### src/rtl/seq_pkg.sv
package seq_pkg;
  localparam int OPW = 32;

  typedef struct packed {
    logic [3:0] rsvd;
    logic [1:0] pred;
    logic [7:0] dimm;
    logic [7:0] simm;
    logic [4:0] dst;
    logic [4:0] src;
  } opword_t;

  // unit codes that matter for length and control flow
  localparam logic [4:0] U_MEM_WIDE = 5'd12;
  localparam logic [4:0] U_LIT_WIDE = 5'd14;
  localparam logic [4:0] U_PC       = 5'd15;
  localparam logic [4:0] U_PC_IF    = 5'd16;
  localparam logic [4:0] U_BYTE     = 5'd19;
  localparam logic [4:0] U_CALL     = 5'd27;
endpackage

### src/rtl/seq_len_decode.sv
module seq_len_decode
  import seq_pkg::*;
(
  input  logic [OPW-1:0] word,
  output logic           src_ext,
  output logic           dst_ext,
  output logic           ctrl
);
  opword_t ow;
  assign ow = opword_t'(word);

  always_comb begin
    src_ext = (ow.src == U_MEM_WIDE) || (ow.src == U_LIT_WIDE) || (ow.src == U_BYTE);
    dst_ext = (ow.dst == U_MEM_WIDE) || (ow.dst == U_BYTE);
    ctrl    = (ow.dst == U_PC) || (ow.dst == U_PC_IF) || (ow.dst == U_CALL);
  end
endmodule

### src/rtl/seq_queue.sv
module seq_queue #(
  parameter int W     = 128,
  parameter int DEPTH = 2
) (
  input  logic                         clk,
  input  logic                         rst_n,
  input  logic                         push,
  input  logic [W-1:0]                 push_data,
  input  logic                         pop,
  input  logic                         flush,
  output logic [W-1:0]                 head,
  output logic                         valid,
  output logic [$clog2(DEPTH+1)-1:0]   count
);
  localparam int PW = (DEPTH > 1) ? $clog2(DEPTH) : 1;
  localparam int CW = $clog2(DEPTH+1);

  logic [W-1:0]  slot [DEPTH];
  logic [PW-1:0] rd_p, wr_p;
  logic          pop_e;

  function automatic logic [PW-1:0] step(input logic [PW-1:0] p);
    return (p == PW'(DEPTH-1)) ? '0 : p + PW'(1);
  endfunction

  assign pop_e = pop && (count != '0);
  assign valid = (count != '0);
  assign head  = slot[rd_p];

  always_ff @(posedge clk) begin
    if (!rst_n || flush) begin
      rd_p  <= '0;
      wr_p  <= '0;
      count <= '0;
    end else begin
      if (push) begin
        slot[wr_p] <= push_data;
        wr_p       <= step(wr_p);
      end
      if (pop_e) rd_p <= step(rd_p);
      count <= count + CW'(push) - CW'(pop_e);
    end
  end


  no_overflow_chk: assert property (@(posedge clk) disable iff (!rst_n)
    (push && !pop_e) |-> (count < CW'(DEPTH)));
endmodule

### src/rtl/prefetch_seq.sv
module prefetch_seq
  import seq_pkg::*;
#(
  parameter int AW     = 32,
  parameter int QDEPTH = 2
) (
  input  logic           clk,
  input  logic           rst_n,
  output logic           ib_req_valid,
  input  logic           ib_req_ready,
  output logic [AW-1:0]  ib_req_addr,
  input  logic           ib_rsp_valid,
  input  logic [31:0]    ib_rsp_data,
  output logic           instr_valid,
  input  logic           instr_accept,
  output logic [31:0]    dec_opcode,
  output logic [31:0]    dec_src_word,
  output logic [31:0]    dec_dst_word,
  output logic [AW-1:0]  dec_next_pc,
  input  logic           rslv_valid,
  input  logic           rslv_taken,
  input  logic [AW-1:0]  rslv_target
);
  localparam int EW = 3*OPW + AW;
  localparam int CW = $clog2(QDEPTH+1);

  // fetch and assembly state
  logic [AW-1:0]  fpc;
  logic           outst, hold, in_body;
  logic [OPW-1:0] a_op, a_sw;
  logic           a_sx, a_dx, a_cf, a_idx;

  logic           d_sx, d_dx, d_cf;
  logic           take, last, q_push, q_flush, q_valid, push_cf, rslv_ok;
  logic [OPW-1:0] p_op, p_sw, p_dw;
  logic [EW-1:0]  q_head;
  logic [CW-1:0]  q_count;

  seq_len_decode u_dec (
    .word    (ib_rsp_data),
    .src_ext (d_sx),
    .dst_ext (d_dx),
    .ctrl    (d_cf)
  );

  assign take    = ib_rsp_valid && outst;
  assign rslv_ok = rslv_valid && hold;
  assign q_flush = rslv_ok && rslv_taken;

  assign ib_req_valid = !outst && !hold && (q_count < CW'(QDEPTH));
  assign ib_req_addr  = fpc;

  always_comb begin
    last = (a_sx && a_dx) ? a_idx : !a_idx;
    if (!in_body) begin
      q_push  = take && !d_sx && !d_dx;
      p_op    = ib_rsp_data;
      p_sw    = '0;
      p_dw    = '0;
      push_cf = d_cf;
    end else begin
      q_push  = take && last;
      p_op    = a_op;
      p_sw    = (a_sx && !a_idx) ? ib_rsp_data : a_sw;
      p_dw    = a_dx ? ib_rsp_data : '0;
      push_cf = a_cf;
    end
  end

  seq_queue #(.W(EW), .DEPTH(QDEPTH)) u_q (
    .clk       (clk),
    .rst_n     (rst_n),
    .push      (q_push),
    .push_data ({p_op, p_sw, p_dw, fpc}),
    .pop       (instr_accept),
    .flush     (q_flush),
    .head      (q_head),
    .valid     (q_valid),
    .count     (q_count)
  );

  assign instr_valid = q_valid;

  always_ff @(posedge clk) begin
    if (!rst_n) begin
      fpc     <= '0;
      outst   <= 1'b0;
      hold    <= 1'b0;
      in_body <= 1'b0;
      a_op    <= '0;
      a_sw    <= '0;
      a_sx    <= 1'b0;
      a_dx    <= 1'b0;
      a_cf    <= 1'b0;
      a_idx   <= 1'b0;
    end else begin
      if (ib_req_valid && ib_req_ready) begin
        fpc   <= fpc + AW'(1);
        outst <= 1'b1;
      end
      if (take) begin
        outst <= 1'b0;
        if (!in_body) begin
          a_op    <= ib_rsp_data;
          a_sw    <= '0;
          a_sx    <= d_sx;
          a_dx    <= d_dx;
          a_cf    <= d_cf;
          a_idx   <= 1'b0;
          in_body <= d_sx || d_dx;
        end else if (last) begin
          in_body <= 1'b0;
        end else begin
          a_idx <= 1'b1;
          a_sw  <= ib_rsp_data;
        end
      end
      if (q_push && push_cf) hold <= 1'b1;
      if (rslv_ok) begin
        hold <= 1'b0;
        if (rslv_taken) fpc <= rslv_target;
      end
    end
  end

  always_ff @(posedge clk) begin
    if (!rst_n) begin
      dec_opcode   <= '0;
      dec_src_word <= '0;
      dec_dst_word <= '0;
      dec_next_pc  <= '0;
    end else if (instr_accept && q_valid) begin
      {dec_opcode, dec_src_word, dec_dst_word, dec_next_pc} <= q_head;
    end
  end


  req_hold_chk: assert property (@(posedge clk) disable iff (!rst_n)
    (ib_req_valid && !ib_req_ready) |=> (ib_req_valid && $stable(ib_req_addr)));


  no_wrong_path_chk: assert property (@(posedge clk) disable iff (!rst_n)
    hold |-> !q_push);


  dec_keep_chk: assert property (@(posedge clk) disable iff (!rst_n)
    !(instr_accept && instr_valid) |=> ($stable(dec_opcode) && $stable(dec_next_pc)));


  flush_empty_chk: assert property (@(posedge clk) disable iff (!rst_n)
    q_flush |=> !instr_valid);
endmodule

### config.mk
export PLATFORM = sky130hd
export DESIGN_NAME = prefetch_seq
export DESIGN_NICKNAME = d
export VERILOG_FILES = /design/src/rtl/seq_pkg.sv /design/src/rtl/seq_len_decode.sv /design/src/rtl/seq_queue.sv /design/src/rtl/prefetch_seq.sv
export SDC_FILE = /design/constraint.sdc
export NUM_CORES = 1
export LEC_CHECK = 0
export ABC_AREA = 0
export BUFFER_PORTS_ARGS = -buffer_cell sky130_fd_sc_hd__buf_4
export CAP_MARGIN = 10
export CORE_MARGIN = 5
export CORE_UTILIZATION = 50
export CTS_BUF_LIST = sky130_fd_sc_hd__clkbuf_4 sky130_fd_sc_hd__clkbuf_8
export DETAILED_ROUTE_END_ITERATION = 8
export GPL_TIMING_DRIVEN = 0
export PLACE_DENSITY = 0.76
export REMOVE_ABC_BUFFERS = 1
export SLEW_MARGIN = 20
export SYNTH_ARGS = -nofsm -noshare
export SYNTH_HDL_FRONTEND = slang
export SYNTH_SLANG_ARGS = --single-unit
### constraint.sdc
create_clock -name clk -period 13.1 [get_ports clk]
set_input_delay 0.655 -clock clk [delete_from_list [all_inputs] [get_ports clk]]
set_output_delay 0.655 -clock clk [all_outputs]
set_load 0.01 [all_outputs]
# Word-level counts from Yosys, hierarchy flattened
# Memories as Yosys holds them, arrays and structs flattened. A register that Yosys moved wholly into a read port is not among the register bits.
# Cells that the tools add are included.
[word_totals]
regBits = 107
mem_bits_rw = 256
in_bits = 71
out_inout_bits = 162
wordCells = 85
mem_count = 1
[mem_list]
columns = ["memory", "words", "word_bits", "rd", "rd_ports_with_merged_regs", "wr", "line_no", "rtl"]
rows = [
  ["u_q.slot", 2, 128, 1, 1, 1, "seq_queue.sv:18", "logic [W-1:0] slot [DEPTH];"],
]
[op_classes]
addsub = 5
magnitude_cmp = 1
eq_ne = 9
muxes = 22
bitwise_logic = 2
n_reduce_logical = 32
[ops]
columns = ["op", "n"]
rows = [
  ["$mux W32", 10],
  ["$add A32 B1 Y32 const B", 1],
  ["$eq A5 B4 Y1 const B", 4],
  ["$eq A5 B5 Y1 const B", 4],
  ["$logic_and A1 B1 Y1", 13],
  ["$mux W1", 12],
  ["$logic_not A1 Y1", 7],
  ["$logic_or A1 B1 Y1", 7],
  ["$reduce_and A2 Y1", 2],
  ["$reduce_or A2 Y1", 2],
  ["$add A1 B1 Y1 const B", 2],
  ["$add A2 B1 Y2", 1],
  ["$lt A2 B2 Y1 const B", 1],
  ["$ne A2 B2 Y1 const B", 1],
  ["$not A1 Y1", 2],
  ["$reduce_bool A2 Y1", 1],
  ["$sub A2 B1 Y2", 1],
]

# Longest topological paths before layout
[depth]
depth_word = 10
mapped_depth = 9
depth_no_buf = 6

# Modules after synthesis
# A second synthesis with hierarchy kept.
[hier_totals]
cells_unflattened = 1731
area_unflattened_um2 = 19728.9
[by_module_without_submodules]
columns = ["module", "n_inst", "cells_each", "area_each_um2", "seq_area_each_um2"]
rows = [
  ["prefetch_seq", 1, 1299, 10080.9, 4624.4],
  ["seq_queue", 1, 422, 9560.4, 7787.5],
  ["seq_len_decode", 1, 10, 87.6, 0.0],
]

# Worst setup path after synthesis
# OpenSTA, ideal clock, no wires.
[synth_timing]
kind = "input to register"
startpoint = "input ib_rsp_valid"
endpoint = "memory u_q.slot[0][0], enable pin"
setup_ns = 0.772
arrival_time_ns = 10.211
required_ns = 12.328
setup_slack_ns = 2.117
path_stages = 5
path_buffers = 1
path_cell_list = "and3b_1 > clkbuf_1 > o211ai_1 > o22a_1 > nor3_1"
[synth_between]
elab_chain_cells = 7
word_cells_on_any_way = 8
cone_classes = "4 x mux; 4 x reduce/logical"
[synth_lines]
columns = ["item", "line_no", "rtl"]
rows = [
  ["start: declaration", "prefetch_seq.sv:12", "input logic ib_rsp_valid,"],
  ["$logic_and A1 B1 Y1 (*)", "prefetch_seq.sv:46", "assign take = ib_rsp_valid && outst;"],
  ["$logic_and A1 B1 Y1 (2 in series)", "prefetch_seq.sv:56", "q_push = take && !d_sx && !d_dx;"],
  ["$mux W1 (*)", "prefetch_seq.sv:55", "if (!in_body) begin"],
  ["$mux W1 (*)", "seq_queue.sv:36", "if (push) begin"],
  ["$mux W1 (*)", "seq_queue.sv:31", "if (!rst_n || flush) begin"],
  ["$mux W1 (implied by the code) (*)", "seq_queue.sv:37", "slot[wr_p] <= push_data;"],
  ["end: declaration", "seq_queue.sv:18", ""],
]
# Mark *: on every way between the ends. The rest lies on a longest branch, timed or not.

# Worst setup path after layout
[layout_timing]
startpoint = "register in_body"
endpoint = "memory u_q.slot[1][57], enable pin"
[layout_between]
elab_chain_cells = 4
[layout_lines]
columns = ["item", "line_no", "rtl"]
rows = [
  ["start: declaration", "prefetch_seq.sv:29", "logic outst, hold, in_body;"],
  ["start signal: assignment", "prefetch_seq.sv:110", "in_body <= d_sx || d_dx;"],
  ["$mux W1", "prefetch_seq.sv:55", ""],
  ["$mux W1", "seq_queue.sv:36", ""],
  ["$mux W1", "seq_queue.sv:31", ""],
  ["$mux W1 (implied by the code)", "seq_queue.sv:37", ""],
]
# Every way passes these cells.

==> results by group <==
Synth
  • Syn. warnings: 0
  • Number of synthesized flops with an enable pin: 256
  • Top_reg_cell synth: edfxtp_1
  • Register area share after synthesis: 0.6590
  • Synthesized area per cell: approximately 12 um2
  • Syn Std Cell Area: 18800 um2
  • Synth Instances: between 1.5k and 2k
  • Post-synth ARST share: 0
  • Netlist cell types: between 40 and 50
  • Register bit total from synthesis: 491

Worst setup path
  • Critical path capture point type: flip-flop
  • Cell mode on critical path: buf_6
  • Crit path cell chain: buf_16 -> and3b_2 -> buf_16 -> o211ai_1 -> o22a_1 -> nor3_2 -> buf_6 -> buf_4 -> buf_6 -> buf_6 -> buf_4
  • CP Max Fanout: 60
  • Max incr delay on CP: 0.72 ns
  • WS Path Type: flip-flop to flip-flop
  • CP required: 13.42 ns
  • Slowest CP cell: and3b_2
  • Startpoint types: flip-flop
  • R2R cell count: 11
  • Worst EP arrival: between 4 and 5 ns

GRT
  • First-pass GRT wire length: ~70 mm
  • Number of global-route vias before repair: roughly 13k
  • Gr usage total: 0.2107
  • Initial antenna violation count: 1
  • Largest net degree at the start of global routing: 117
  • GR Overflow Total: 0

Route
  • Post-route ant nets: 0
  • DR DRC count: 0
  • Drt via density: 5.395
  • Initial DRC count: just over 700
  • Vias: between 10k and 15k
  • WL final: 44.42 mm
  • First-pass DRT Iterations: 5
  • WL/cell: 18.65 um

STA
  • Slew HR: 0.3256
  • Worst slew pin tran: 1.012 ns
  • Final hold viol count: 0
  • Layout Skew: 0.01998 ns
  • FMAX: between 200 and 250 MHz
  • Final Cycle Share: 0.3118
  • RSZ-0062 raised after global routing: no
  • Final setup viols: 0
  • Tmin final: 4.085 ns
  • Slew Limit Fails: 0
  • Final worst slack: between 9 and 10 ns

Clock network
  • Num CTS Buffers: 80
  • Later-pin clock latency in the skew report: just over 0.6 ns
  • Setup bufs post-CTS: 0
  • Post-CTS Resized: 0
  • Clk slew on worst S/H paths: 0.06 ns
  • H-Tree Depth: 3
  • Maximum clock path buffer count: 3
  • CTS root buf: clkbuf_8
  • Cts hold-fix bufs: 0
  • Sink Count: 491
  • TritonCTS clock tree: built

Place
  • PortBufs: 232
  • Post-detail-place hpwl: 27.95 mm
  • Dpl cell area: ~21000 um2
  • Placement Setup Slack: 8.929 ns
  • GP Congestion: 0.8789

Final layout
  • Core Util, Final: 0.6209
  • Layout area overhead: 23.50%
  • Layout Nets: 1877
  • Final Cell Area: 23220 um2
  • Fill cell count: 2861
  • Diodes inserted: 0
  • Layout cells sized above 1: 0.2587

Power
  • Leak: 8.065 nW
  • Tot Pwr: about 0.0044 W
  • Worst IR Drop VDD: roughly 0.13 mV
  • Pwr per Cell Area: about 190 nW/um2

Floorplanning
  • Die height: 203.9 um
  • Initial core utilization: 0.5028
  • FP Rows: 71
  • Core area: 37400 um2
  • Die W: 203.9 um
  • Die ar.: 41580 um2
  • Ports: 233

Min path
  • HP Class: primary input to flip-flop
  • Hold Path Stages: 3

Run status
  • Status: completed

Run
  • Max-cap viol count: 0
layout by cell type, fill, tap and decap left out, types with 3 or more instances in the layout:
cell type and n:
a211oi_1 136, and4_1 4, clkinv_2 7, edfxtp_1 256
xor2_1 3, nor2_1 187, o21ai_0 26, or3_1 5
a22oi_1 32, nor4_1 6, a32oi_1 3, mux2_2 31
inv_1 8, xnor2_1 28, nor3_1 16, nand2_1 156
dfxtp_1 232, and3_1 35, a21oi_1 46, nand2b_1 4
a21boi_0 32, nand4_1 8, buf_16 11, clkbuf_4 37
or2_2 3, buf_4 259, buf_6 14, clkbuf_8 99
nand3_1 10, mux2i_1 131, inv_6 3
sequential cells by signal, summed over array words and instances (netlist names), 2 cells and up:
signal and flops:
dec_opcode 32, a_sw 32, dec_dst_word 32, u_q.slot 256, dec_next_pc 32, ib_req_addr 32
dec_src_word 32, u_q.count 2, a_op 32
where the power goes:
| group | total (W) | switching (W) | internal (W) |
|---|---|---|---|
| sequential | 0.00194 | 0.000134 | 0.00181 |
| combinational | 0.00103 | 0.000539 | 0.000490 |
| clock | 0.00138 | 0.000593 | 0.000792 |
| total | 0.00435 | 0.00127 | 0.00309 |
cell families (layout without fill, tap and decap cells):
| logic type | Yosys count | in the layout | share of synthesized area |
|---|---|---|---|
| AND/OR/NAND/NOR | 456 | 456 | 0.1066 |
| adder cells (fa/ha/maj) | 2 | 2 | 0.001331 |
| AO/OA/AOI/OAI | 285 | 285 | 0.1048 |
| XOR/XNOR | 31 | 31 | 0.01444 |
| multiplexers | 162 | 162 | 0.08830 |
| buffers and inverters | 125 | 444 | 0.02549 |
| flip-flops | 491 | 491 | 0.6590 |
path summary, 6_finish.rpt:
path	from	slack, ns	end
worst max-delay path	in_body	9.01	u_q.slot[1][57]
worst max register to register	in_body	9.01	u_q.slot[1][57]
worst min register to register	a_op[18]	0.45	a_op[18]
worst min-delay path	rslv_target[7]	0.24	ib_req_addr[7]
routing by layer:
metal	share of wire	vias to the layer above	wire length (um)	GRT usage
met4	0.016	2	725	0.06143
met1	0.42	6179	18840	0.2749
met5	0.00016	-	7	0
li1	-	6179	-	-
met3	0.081	72	3589	0.05950
met2	0.48	419	21260	0.3462
critical path: cells and delay by family, from the launching register on:
family          cells  cell delay, ns
compound gates      2            0.48
flops               1            0.51
simple gates        2            1.32
buf+inv             7            1.45
synth_stat cells (12+ instances only):
master	n	area, um2
xnor2_1	28	245.2
mux2_2	31	349.1
o21ai_0	26	130.1
nand2_1	156	585.6
dfxtp_1	235	4705
a21boi_0	32	240.2
a21oi_1	46	230.2
nor2_1	187	701.9
a211oi_1	136	1021
and3_1	35	219.0
nand3_1	12	60.06
mux2i_1	131	1311
edfxtp_1	256	7687
clkbuf_1	105	394.1
nor3_1	18	90.09
a22oi_1	32	240.2
cell type report:
| class | instances | area, um2 | share of cell area |
|---|---|---|---|
| clock inverters | 13 | 83.83 | 0.003610 |
| flip-flops and latches | 491 | 12400 | 0.5340 |
| multi-input cells | 936 | 5971 | 0.2571 |
| clock buffers | 136 | 1640 | 0.07064 |
| repair buffers | 286 | 2445 | 0.1053 |
| inverters | 9 | 41.29 | 0.001778 |
| well taps | 511 | 639.4 | 0.02753 |
metrics by stage:
step           TNS (ns)  hold slack, ns  cells
2_1_floorplan         0          0.4329   1436
3_3_place_gp   -1888.34          0.4380   2179
3_5_place_dp          0          0.4430   2233
4_1_cts               0          0.1868   2382
5_1_grt               0          0.2057   2382
6_report              0          0.2402   2382
Power figures use the tool's default switching activity.
